## src/rtl/poll_pkg.sv

```systemverilog
package poll_pkg;
  typedef enum logic [2:0] {
    ST_IDLE,
    ST_REQ_A,
    ST_WAIT_A,
    ST_REQ_B,
    ST_WAIT_B,
    ST_DELAY
  } poll_state_e;

  function automatic int unsigned us_to_cycles(int unsigned hz, int unsigned us);
    return (hz / 1_000_000) * us;
  endfunction
endpackage

```

## src/rtl/poll_read_port.sv

```systemverilog
module poll_read_port #(
  parameter int unsigned DW     = 8,
  parameter int unsigned RD_LAT = 2
) (
  input  logic          clk_i,
  input  logic          rst_ni,
  input  logic          req_i,
  input  logic [DW-1:0] rd_data_i,
  output logic          rd_req_o,
  output logic [DW-1:0] data_o,
  output logic          valid_o
);
  localparam int unsigned LW = $clog2(RD_LAT + 1);

  logic [LW-1:0] lat_q;
  logic [DW-1:0] data_q;
  logic          valid_q;

  assign rd_req_o = req_i;
  assign data_o   = data_q;
  assign valid_o  = valid_q;

  always_ff @(posedge clk_i or negedge rst_ni) begin
    if (!rst_ni) begin
      lat_q   <= '0;
      data_q  <= '0;
      valid_q <= 1'b0;
    end else begin
      valid_q <= (lat_q == LW'(1));
      if (lat_q == LW'(1)) data_q <= rd_data_i;
      if (req_i) lat_q <= LW'(RD_LAT);
      else if (lat_q != '0) lat_q <= lat_q - LW'(1);
    end
  end

  // a new strobe must never start while a read is still in flight
  assert_no_overlap_R3: assert property (@(posedge clk_i) disable iff (!rst_ni)
    req_i |-> (lat_q == '0));
endmodule

```

## src/rtl/poll_delay_timer.sv

```systemverilog
module poll_delay_timer #(
  parameter int unsigned CW = 12
) (
  input  logic          clk_i,
  input  logic          rst_ni,
  input  logic          load_i,
  input  logic [CW-1:0] load_val_i,
  output logic          expired_o
);
  logic [CW-1:0] cnt_q;

  assign expired_o = (cnt_q == '0);

  always_ff @(posedge clk_i or negedge rst_ni) begin
    if (!rst_ni) cnt_q <= '0;
    else if (load_i) cnt_q <= load_val_i;
    else if (cnt_q != '0) cnt_q <= cnt_q - CW'(1);
  end

  assert_count_down_R6: assert property (@(posedge clk_i) disable iff (!rst_ni)
    (!load_i && cnt_q != '0) |=> (cnt_q == $past(cnt_q) - CW'(1)));
endmodule

```

## src/rtl/poll_fsm.sv

```systemverilog
module poll_fsm
  import poll_pkg::*;
#(
  parameter int unsigned MAX_TRIES = 50000,
  parameter int unsigned CW        = 12,
  parameter int unsigned ERASE_CYC = 2500,
  parameter int unsigned PROG_CYC  = 500
) (
  input  logic          clk_i,
  input  logic          rst_ni,
  input  logic          start_i,
  input  logic          erase_i,
  input  logic          rd_valid_i,
  input  logic          tog_bit_i,
  input  logic          err_bit_i,
  input  logic          tmr_expired_i,
  output logic          rd_go_o,
  output logic          tmr_load_o,
  output logic [CW-1:0] tmr_val_o,
  output logic          busy_o,
  output logic          done_o,
  output logic          pass_o,
  output logic          timeout_o
);
  localparam int unsigned TW = $clog2(MAX_TRIES + 1);

  poll_state_e   state_q;
  logic          first_q, confirm_q, erase_q;
  logic          done_q, pass_q, timeout_q;
  logic [TW-1:0] tries_q;

  logic eval, toggled, take_confirm, give_up, wait_more;

  assign eval         = (state_q == ST_WAIT_B) && rd_valid_i;
  assign toggled      = first_q ^ tog_bit_i;
  assign take_confirm = toggled && err_bit_i && !confirm_q;
  assign give_up      = toggled && !take_confirm && (tries_q == TW'(MAX_TRIES - 1));
  assign wait_more    = toggled && !take_confirm && !give_up;

  assign tmr_load_o = eval && wait_more;
  assign tmr_val_o  = erase_q ? CW'(ERASE_CYC - 1) : CW'(PROG_CYC - 1);
  assign rd_go_o    = (state_q == ST_REQ_A) || (state_q == ST_REQ_B);
  assign busy_o     = (state_q != ST_IDLE);
  assign done_o     = done_q;
  assign pass_o     = pass_q;
  assign timeout_o  = timeout_q;

  always_ff @(posedge clk_i or negedge rst_ni) begin
    if (!rst_ni) begin
      state_q   <= ST_IDLE;
      first_q   <= 1'b0;
      confirm_q <= 1'b0;
      erase_q   <= 1'b0;
      tries_q   <= '0;
      done_q    <= 1'b0;
      pass_q    <= 1'b0;
      timeout_q <= 1'b0;
    end else begin
      done_q <= 1'b0;
      unique case (state_q)
        ST_IDLE: if (start_i) begin
          state_q   <= ST_REQ_A;
          erase_q   <= erase_i;
          tries_q   <= '0;
          confirm_q <= 1'b0;
          pass_q    <= 1'b0;
          timeout_q <= 1'b0;
        end
        ST_REQ_A: state_q <= ST_WAIT_A;
        ST_WAIT_A: if (rd_valid_i) begin
          first_q <= tog_bit_i;
          state_q <= ST_REQ_B;
        end
        ST_REQ_B: state_q <= ST_WAIT_B;
        ST_WAIT_B: if (rd_valid_i) begin
          if (!toggled) begin
            state_q <= ST_IDLE;
            done_q  <= 1'b1;
            pass_q  <= 1'b1;
          end else if (take_confirm) begin
            confirm_q <= 1'b1;
            state_q   <= ST_REQ_A;
          end else if (give_up) begin
            state_q   <= ST_IDLE;
            done_q    <= 1'b1;
            timeout_q <= 1'b1;
          end else begin
            tries_q   <= tries_q + TW'(1);
            confirm_q <= 1'b0;
            state_q   <= ST_DELAY;
          end
        end
        ST_DELAY: if (tmr_expired_i) state_q <= ST_REQ_A;
        default: state_q <= ST_IDLE;
      endcase
    end
  end

  assert_done_pulse_R9: assert property (@(posedge clk_i) disable iff (!rst_ni)
    done_o |=> !done_o);
  assert_one_result_R9: assert property (@(posedge clk_i) disable iff (!rst_ni)
    done_o |-> (pass_o != timeout_o));
  assert_tries_bound_R7: assert property (@(posedge clk_i) disable iff (!rst_ni)
    tries_q < TW'(MAX_TRIES));
  assert_idle_no_read_R8: assert property (@(posedge clk_i) disable iff (!rst_ni)
    !busy_o |-> !rd_go_o);
endmodule

```

## src/rtl/flash_toggle_poller.sv

```systemverilog
module flash_toggle_poller
  import poll_pkg::*;
#(
  parameter int unsigned DW        = 8,
  parameter int unsigned AW        = 20,
  parameter logic [AW-1:0] BASE_ADDR = '0,
  parameter int unsigned CLK_HZ    = 50_000_000,
  parameter int unsigned ERASE_US  = 50,
  parameter int unsigned PROG_US   = 10,
  parameter int unsigned MAX_TRIES = 50000,
  parameter int unsigned RD_LAT    = 2,
  parameter int unsigned TOG_BIT   = 6,
  parameter int unsigned ERR_BIT   = 5
) (
  input  logic          clk_i,
  input  logic          rst_ni,
  input  logic          start_i,
  input  logic          erase_i,
  output logic          rd_req_o,
  output logic [AW-1:0] rd_addr_o,
  input  logic [DW-1:0] rd_data_i,
  output logic          busy_o,
  output logic          done_o,
  output logic          pass_o,
  output logic          timeout_o
);
  localparam int unsigned ERASE_CYC = us_to_cycles(CLK_HZ, ERASE_US);
  localparam int unsigned PROG_CYC  = us_to_cycles(CLK_HZ, PROG_US);
  localparam int unsigned DMAX      = (ERASE_CYC > PROG_CYC) ? ERASE_CYC : PROG_CYC;
  localparam int unsigned CW        = $clog2(DMAX + 1);
  localparam logic [DW-1:0] USE_MASK = (DW'(1) << TOG_BIT) | (DW'(1) << ERR_BIT);

  logic          rd_go, rd_valid, tmr_load, tmr_expired;
  logic [DW-1:0] rd_data_q;
  logic [CW-1:0] tmr_val;
  logic          unused_data;

  assign rd_addr_o   = BASE_ADDR;
  assign unused_data = ^(rd_data_q & ~USE_MASK);

  poll_read_port #(.DW(DW), .RD_LAT(RD_LAT)) u_rd (
    .clk_i, .rst_ni,
    .req_i    (rd_go),
    .rd_data_i,
    .rd_req_o,
    .data_o   (rd_data_q),
    .valid_o  (rd_valid)
  );

  poll_delay_timer #(.CW(CW)) u_tmr (
    .clk_i, .rst_ni,
    .load_i     (tmr_load),
    .load_val_i (tmr_val),
    .expired_o  (tmr_expired)
  );

  poll_fsm #(
    .MAX_TRIES(MAX_TRIES), .CW(CW), .ERASE_CYC(ERASE_CYC), .PROG_CYC(PROG_CYC)
  ) u_fsm (
    .clk_i, .rst_ni, .start_i, .erase_i,
    .rd_valid_i    (rd_valid),
    .tog_bit_i     (rd_data_q[TOG_BIT]),
    .err_bit_i     (rd_data_q[ERR_BIT]),
    .tmr_expired_i (tmr_expired),
    .rd_go_o       (rd_go),
    .tmr_load_o    (tmr_load),
    .tmr_val_o     (tmr_val),
    .busy_o, .done_o, .pass_o, .timeout_o
  );
endmodule

```

## config.mk

```make
export PLATFORM = sky130hd
export DESIGN_NAME = flash_toggle_poller
export DESIGN_NICKNAME = d
export VERILOG_FILES = /design/src/rtl/poll_pkg.sv /design/src/rtl/poll_read_port.sv /design/src/rtl/poll_delay_timer.sv /design/src/rtl/poll_fsm.sv /design/src/rtl/flash_toggle_poller.sv
export SDC_FILE = /design/constraint.sdc
export NUM_CORES = 1
export LEC_CHECK = 0
export BUFFER_PORTS_ARGS = -buffer_cell sky130_fd_sc_hd__buf_2
export CAP_MARGIN = 20
export CORE_MARGIN = 1
export CORE_UTILIZATION = 62
export CTS_CLUSTER_DIAMETER = 50
export DETAILED_ROUTE_END_ITERATION = 6
export PLACE_DENSITY = 0.84
export SLEW_MARGIN = 15
export SYNTH_ARGS = -nofsm -noshare
export SYNTH_HDL_FRONTEND = slang
export SYNTH_HIERARCHICAL = 1
export SYNTH_SLANG_ARGS = --single-unit
```

## constraint.sdc

```tcl
create_clock -name clk_i -period 6.75 [get_ports clk_i]
set_clock_uncertainty 0.15 [all_clocks]
set_input_delay 1.35 -clock clk_i [delete_from_list [all_inputs] [get_ports clk_i]]
set_output_delay 1.35 -clock clk_i [all_outputs]
set_load 0.02 [all_outputs]
```

Word level (Yosys, flattened, before mapping)
Index checks and enable logic that the tools add are counted.
{"block": "totals", "regBits": 47, "out_inout_bits": 25, "elab_cells": 97}
{"block": "op_classes", "add_sub_neg": 3, "eq_ne": 17, "muxes": 38, "n_bitwise": 1, "n_reduce_logical": 26}
{"op": "$mux W16", "n": 5}
{"op": "$mux W12", "n": 3}
{"op": "$pmux W16 S2", "n": 1}
{"op": "$mux W3", "n": 7}
{"op": "$pmux W3 S6", "n": 1}
{"op": "$add A16 B1 Y16 const B", "n": 1}
{"op": "$eq A16 B16 Y1 const B", "n": 1}
{"op": "$mux W1", "n": 16}
{"op": "$logic_not A12 Y1", "n": 1}
{"op": "$reduce_and A6 Y1", "n": 2}
{"op": "$reduce_bool A12 Y1", "n": 1}
{"op": "$sub A12 B1 Y12 const B", "n": 1}
{"op": "$ne A2 B2 Y1 const B", "n": 5}
{"op": "$ne A2 B1 Y1 const B", "n": 4}
{"op": "$reduce_and A4 Y1", "n": 2}
{"op": "$reduce_bool A2 Y1", "n": 4}
{"op": "$logic_and A1 B1 Y1", "n": 7}
{"op": "$eq A3 B2 Y1 const B", "n": 2}
{"op": "$eq A3 B3 Y1 const B", "n": 2}
{"op": "$pmux W1 S2", "n": 3}
{"op": "$reduce_and A5 Y1", "n": 1}
{"op": "$mux W2", "n": 2}
{"op": "$reduce_and A2 Y1", "n": 2}
{"op": "$eq A3 B1 Y1 const B", "n": 1}
{"op": "8 further kinds", "n": 10}

Longest topological paths before layout
Gate-level depths: netlist (run 1).
{"block": "depth", "word_depth": 11, "mapped_depth": 10}

Hierarchy
Netlist (run 1), hierarchy kept.
{"module": "poll_fsm", "n_inst": 1, "cells_each": 155, "area_each_um2": 1540.2, "seq_area_each_um2": 625.6}
{"module": "poll_delay_timer", "n_inst": 1, "cells_each": 72, "area_each_um2": 730.7, "seq_area_each_um2": 300.3}
{"module": "poll_read_port", "n_inst": 1, "cells_each": 30, "area_each_um2": 479.2, "seq_area_each_um2": 275.3}
{"module": "flash_toggle_poller", "n_inst": 1, "cells_each": 21, "area_each_um2": 153.9, "seq_area_each_um2": 0.0}

Least setup slack after synthesis (run 1)
No wires, ideal clock.
{"block": "synth_timing", "path_kind": "register to output", "from": "register u_fsm.state_q[0]", "to": "output port busy_o", "arrival_time_ns": 1.217, "t_required_ns": 5.250, "setup_slack_ns": 4.033, "path_stages_with_launch": 4, "n_path_buf": 1, "path_cell_list": "dfrtp_1 -> buf_6 -> nor2_1 -> nand2_1"}
{"block": "synth_via", "elab_chain_len": 1}
{"item": "start: declaration", "line": "poll_fsm.sv:27", "source": "poll_state_e state_q;"}
{"item": "start signal: assignment", "line": "poll_fsm.sv:50", "source": "state_q <= ST_IDLE;"}
{"item": "start signal: assignment", "line": "poll_fsm.sv:62", "source": "state_q <= ST_REQ_A;"}
{"item": "start signal: assignment", "line": "poll_fsm.sv:69", "source": "ST_REQ_A: state_q <= ST_WAIT_A;"}
{"item": "$reduce_bool A3 Y1", "line": "poll_fsm.sv:43", "source": "assign busy_o = (state_q != ST_IDLE);"}
{"item": "end: declaration", "line": "flash_toggle_poller.sv:22", "source": "output logic busy_o,"}
No other way between the ends.

Final worst setup path (run 1)
Ends and elaborated chain as after synthesis.

==> flow_summary.yaml, run 1 <==
grt:
  grt_pass1_vias: 1712
  grtUsageMet3_pct: 6.42
  grt_pass1_wl_um: 7910
  grt_max_degree: 43
  met1_usage_pct: 31.3
  busiest_layer: "met2"
  antenna_found_initial: 0
  track_usage_pct: 23.8
  gr-total-overflow: 0
  gr-usage-met2_pct: 37.0
clock_network:
  cts_tree: "done"
  cts_max_level: 2
  clk_pin_slew_ns: 0.08
  ctsHoldBuffers: 0
  cts_setup_buffers: 0
  cts_resized: 0
  cts_root_buf: "clkbuf_8"
  cts_made_buffers: 5
  clkLatencyLatePin_ns: 0.30
  clock-sinks: 42
  cts_buffer_depth: 2
setup_path:
  path_cells: "nor2_1 -> nand2_1 -> buf_2"
  worst_setup_path_end_kind: "output port"
  crit_path_start_kind: "register"
  crit_cells: 3
  critPathMaxStageDelay_ns: 0.64
  r2r_setup_slack_ns: 3.73
  slowest_stage: "nor2_1"
  timing.rr.end: "u_tmr/cnt_q[11]$_DFFE_PN0P_"
  worstPathArrival_ns: 1.70
  worst-path-buf-inv: 1
  path_class: "register to output port"
  crit_family: "simple AND/OR/NAND/NOR gates"
  required_ns: 5.25
  reg2reg_depth: 6
  crit_end: "busy_o"
  worstReg2RegStart: "u_fsm/state_q[0]$_DFFE_PN0P_"
  worstPathMaxFanout: 10
  cp-startpoint: "u_fsm/state_q[0]$_DFFE_PN0P_"
sta:
  tns_ns: 0
  drv_slew: 0
  finalCritPeriodShare_pct: 47.5
  rsz0062_at_grt: "no"
  hold_viol: 0
  period_minus_slack_ns: 3.20
  slew_headroom_pct: 37.4
  timing.fmax_mhz: 312
  worst_slew_pin_slew_ns: 0.939
  setup_viol: 0
pwr:
  switchingPower_mw: 0.396
  swShare_pct: 40.2
  power.total_mw: 0.987
  power.leakage_nw: 1.17
  pwr-share-clk_pct: 20.1
  ir_drop_v: 0.000277
  pwr-share-comb_pct: 38.6
  p_int_mw: 0.590
  p_seq_share_pct: 41.3
  power_density_nw_per_um2: 366
job:
  max_cap_violations: 0
die:
  dieArea_um2: 4560
  die_h_um: 67.5
  initial_core_util_pct: 65.6
  coreArea_um2: 4060
  rows: 23
  ioPinCount: 37
  die_w_um: 67.5
layout:
  drive_above_1_share_pct: 15.1
  nFillCells: 329
  layout_common_cells: "42 x dfrtp_1, 29 x conb_1, 18 x nand2_1, 16 x nor2_1, 13 x a21oi_1"
  diodes: 0
  final_nets: 287
  area_delta_synth_final_pct: 1.22
  layout_commonest_cell: "dfrtp_1"
  finalCoreUtilization_pct: 66.5
  fin_cells: 321
synth:
  syn-mean-instance-area_um2: 10.0
  syn_inst: 266
  syn_area_um2: 2660
  yosysWarningCount: 6
detailed_routing:
  vias: 1838
  drt-initial-drc-count: 125
  ant_nets: 0
  drt-total-wl_um: 4660
  wl_per_cell_um: 14.5
  firstDrtPassIters: 4
  viasPerCell: 5.73
  remaining_drc_errors: 0
placed_design:
  placedCellCount: 313
  io_buffers: 10
  place_congestion: 0.866
  place_hpwl_um: 3110
hold_path:
  hold_class: "register to register"
outcome:
  outcome: "completed"
[metrics by stage]
stage / instance area, um^2 / setup WS [ns] / hold WS, ns
global route: 2700 / 3.40 / 0.386
global placement: 2580 / 3.73 / 0.336
floorplan: 2760 / 4.03 / 0.316
detailed placement: 2580 / 3.69 / 0.336
CTS: 2690 / 3.54 / 0.356
finish: 2700 / 3.55 / 0.356
[power by group through the flow]
stage | Sequential, mW | Combinational [mW] | Clock, mW
3_5_place_dp | 0.408 | 0.375 | 0
2_1_floorplan | 0.381 | 0.363 | 0
4_1_cts | 0.406 | 0.379 | 0.203
6_report | 0.407 | 0.381 | 0.198
3_3_place_gp | 0.404 | 0.364 | 0
5_1_grt | 0.417 | 0.426 | 0.213
[registers in the layout (all words and copies together), names as in the netlist]
| name | cells |
|---|---|
| u_fsm/state_q | 3 |
| u_rd/lat_q | 2 |
| u_fsm/done_o | 1 |
| u_fsm/first_q | 1 |
| u_tmr/cnt_q | 12 |
| u_fsm/pass_o | 1 |
| u_rd/valid_o | 1 |
| u_fsm/confirm_q | 1 |
| u_rd/data_o | 2 |
| u_fsm/tries_q | 16 |
| u_fsm/erase_q | 1 |
| u_fsm/timeout_o | 1 |
[area by class of cell]
class,instances,area (um^2),area share (%)
clock inverter,2,37.5,1.39
inverter,10,37.5,1.39
sequential,42,1050,39.0
timing repair buffer,10,50.0,1.86
clock buffer,6,72.6,2.69
tap,50,62.6,2.32
multi-input combinational,201,1390,51.4
[per-layer routing]
metal | vias to the layer above | part of all wire (%)
li1 | 898 | -
met1 | 876 | 47
met2 | 58 | 47
met3 | 6 | 4.7
met4 | 0 | 1.3
met5 | - | 0
[how the worst min path moves through the flow]
stage / depth (start not counted) / start / slack (ns) / endpoint
after floorplan: 1 / u_fsm/confirm_q$_DFFE_PN0P_ / 0.32 / u_fsm/confirm_q$_DFFE_PN0P_
after global placement: 2 / u_fsm/timeout_o$_DFFE_PN0P_ / 0.34 / u_fsm/timeout_o$_DFFE_PN0P_
after detailed placement: 1 / u_fsm/confirm_q$_DFFE_PN0P_ / 0.34 / u_fsm/confirm_q$_DFFE_PN0P_
after CTS: 1 / u_fsm/confirm_q$_DFFE_PN0P_ / 0.36 / u_fsm/confirm_q$_DFFE_PN0P_
after global routing: 1 / u_fsm/confirm_q$_DFFE_PN0P_ / 0.39 / u_fsm/confirm_q$_DFFE_PN0P_
final: 1 / u_fsm/confirm_q$_DFFE_PN0P_ / 0.36 / u_fsm/confirm_q$_DFFE_PN0P_
No activity file was read; power rests on OpenSTA's default activity.
==> run 2, diff against run 1 <==
- CORE_UTILIZATION: 62 -> 58
- PLACE_DENSITY: 0.84 -> 0.79
- clock period: 6.75 -> 3.1 ns (I/O delays scaled with it)
==> run 2 against run 1 <==
Net effect: final cell count is 2.8% higher; combinational power is 130% higher; core utilization is 4.2 points lower; routed wire length is 0.32% lower; register-to-register slack worse by 3.3 ns; critical endpoint is now u_tmr/cnt_q[4]$_DFFE_PN0P_.
==> flow_summary.yaml, run 2 (same netlist as run 1, synthesis figures left out) <==
die:
  die_h_um: 69.8
  die_w_um: 69.8
  rows: 24
  initial_core_util_pct: 60.8
  coreArea_um2: 4380
  ioPinCount: 37
  dieArea_um2: 4870
layout:
  final_nets: 294
  area_delta_synth_final_pct: 2.49
  largest_register: "u_fsm/tries_q"
  multi_input_area_um2: 1380
  largest_reg_flops: 16
  fin_cells: 330
  largestRegisters: "u_fsm/tries_q (16), u_tmr/cnt_q (12), u_fsm/state_q (3)"
  layout_commonest_cell: "dfrtp_1"
  drive_above_1_share_pct: 16.9
  diodes: 0
  finalCoreUtilization_pct: 62.3
  ff_latch_area_um2: 1050
  layout_common_cells: "42 x dfrtp_1, 29 x conb_1, 18 x nand2_1, 17 x nor2_1, 13 x a21oi_1"
  nFillCells: 376
sta:
  worst_slew_pin_slew_ns: 0.918
  slew_headroom_pct: 38.8
  rsz0062_at_grt: "no"
  drv_slew: 0
  timing.fmax_mhz: 375
  hold_viol: 0
  tns_ns: 0
  period_minus_slack_ns: 2.67
  setup_viol: 0
  finalCritPeriodShare_pct: 86.0
clock_network:
  clk_pin_slew_ns: 0.07
  cts_root_buf: "clkbuf_8"
  ctsHoldBuffers: 0
  cts_max_level: 2
  clkLatencyLatePin_ns: 0.29
  cts_made_buffers: 5
  cts_resized: 0
  cts_tree: "done"
  cts_buffer_depth: 2
  clock-sinks: 42
  cts_setup_buffers: 0
setup_path:
  r2r_setup_slack_ns: 0.43
  path_cells: "or2_1 -> or4_4 -> nor2b_1 -> and2_1 -> buf_4 -> a21oi_1 -> o31a_1 -> a21oi_1"
  worstPathArrival_ns: 2.73
  path_class: "register to register"
  worst_setup_path_end_kind: "register"
  required_ns: 3.17
  slowest_stage: "or4_4"
  crit_family: "simple AND/OR/NAND/NOR gates"
  critPathMaxStageDelay_ns: 0.61
  worst-path-buf-inv: 1
  crit_top_cell: "a21oi_1"
  worstPathMaxFanout: 10
  crit_path_start_kind: "register"
pwr:
  swShare_pct: 40.4
  p_seq_share_pct: 41.7
  p_int_mw: 1.25
  power_density_nw_per_um2: 767
  power.leakage_nw: 1.21
  pwr-share-clk_pct: 16.8
  ir_drop_v: 0.000575
  pwr-share-comb_pct: 41.4
  power.total_mw: 2.10
  switchingPower_mw: 0.847
detailed_routing:
  drt-initial-drc-count: 68
  vias: 1844
  wl_per_cell_um: 14.1
  firstDrtPassIters: 4
  ant_nets: 0
  drt-total-wl_um: 4640
  viasPerCell: 5.59
  remaining_drc_errors: 0
job:
  max_cap_violations: 0
placed_design:
  io_buffers: 10
  placedCellCount: 322
  place_hpwl_um: 3310
  place_congestion: 0.799
grt:
  gr-total-overflow: 0
  antenna_found_initial: 0
  track_usage_pct: 21.1
  grt_max_degree: 43
  grt_pass1_vias: 1874
  grt_pass1_wl_um: 8340
hold_path:
  hold_class: "input pin to async pin"
outcome:
  outcome: "completed"
[run 2: cell types whose count changed in the layout (fill, tap and decap cells not counted)]
cell | previous run | this run
clkbuf_8 | 5 | 6
clkinv_2 | 0 | 1
nor2_2 | 3 | 2
buf_4 | 0 | 7
clkinvlp_4 | 1 | 0
nor2_1 | 16 | 17
bufinv_16 | 1 | 0
[run 2: cell type report]
class | instances | area share (%)
multi-input cells | 201 | 50.6
well taps | 52 | 2.38
flip-flops and latches | 42 | 38.5
repair buffers | 17 | 3.76
inverters | 10 | 1.37
clock buffers | 7 | 3.16
clock inverters | 1 | 0.183
[run 2: layer usage]
layer,wire [um],global-route usage [%]
met1,2140,26.3
met2,2280,35.9
met3,181,5.23
met4,45,6.89
met5,0,0
[run 2: worst reg2reg max path: stages (launching register included)]
cell	delay, ns
dfrtp_1	0.46
or2_1	0.37
or4_4	0.61
nor2b_1	0.18
and2_1	0.38
buf_4	0.20
a21oi_1	0.04
o31a_1	0.11
a21oi_1	0.12
[run 2: per-stage QoR]
stage | setup slack, ns | instance area, um^2 | hold WS (ns)
after CTS | 0.428 | 2730 | 0.353
final | 0.433 | 2730 | 0.311
after detailed placement | 0.453 | 2640 | 0.352
after global routing | 0.306 | 2730 | 0.377
after floorplan | 0.500 | 2760 | 0.174
after global placement | 0.487 | 2640 | 0.336
[run 2: power groups by stage]
stage          clock, mW  combinational, mW  sequential (mW)
3_3_place_gp           0              0.839            0.872
2_1_floorplan          0              0.791            0.829
3_5_place_dp           0              0.863            0.883
6_report           0.353              0.868            0.874
4_1_cts            0.370              0.870            0.872
5_1_grt            0.391              0.983            0.895
[run 2: worst paths after layout]
kind	startpoint	end	depth (start not counted)
worst max-delay path	u_fsm/state_q[1]$_DFFE_PN0P_	u_tmr/cnt_q[4]$_DFFE_PN0P_	8
worst min-delay path	rst_ni	u_tmr/cnt_q[7]$_DFFE_PN0P_	1
worst max register to register	u_fsm/state_q[1]$_DFFE_PN0P_	u_tmr/cnt_q[4]$_DFFE_PN0P_	8
worst min register to register	u_fsm/timeout_o$_DFFE_PN0P_	u_fsm/timeout_o$_DFFE_PN0P_	2
max in group asynchronous	rst_ni	u_fsm/tries_q[15]$_DFFE_PN0P_	1
min in group clk_i	u_fsm/timeout_o$_DFFE_PN0P_	u_fsm/timeout_o$_DFFE_PN0P_	2
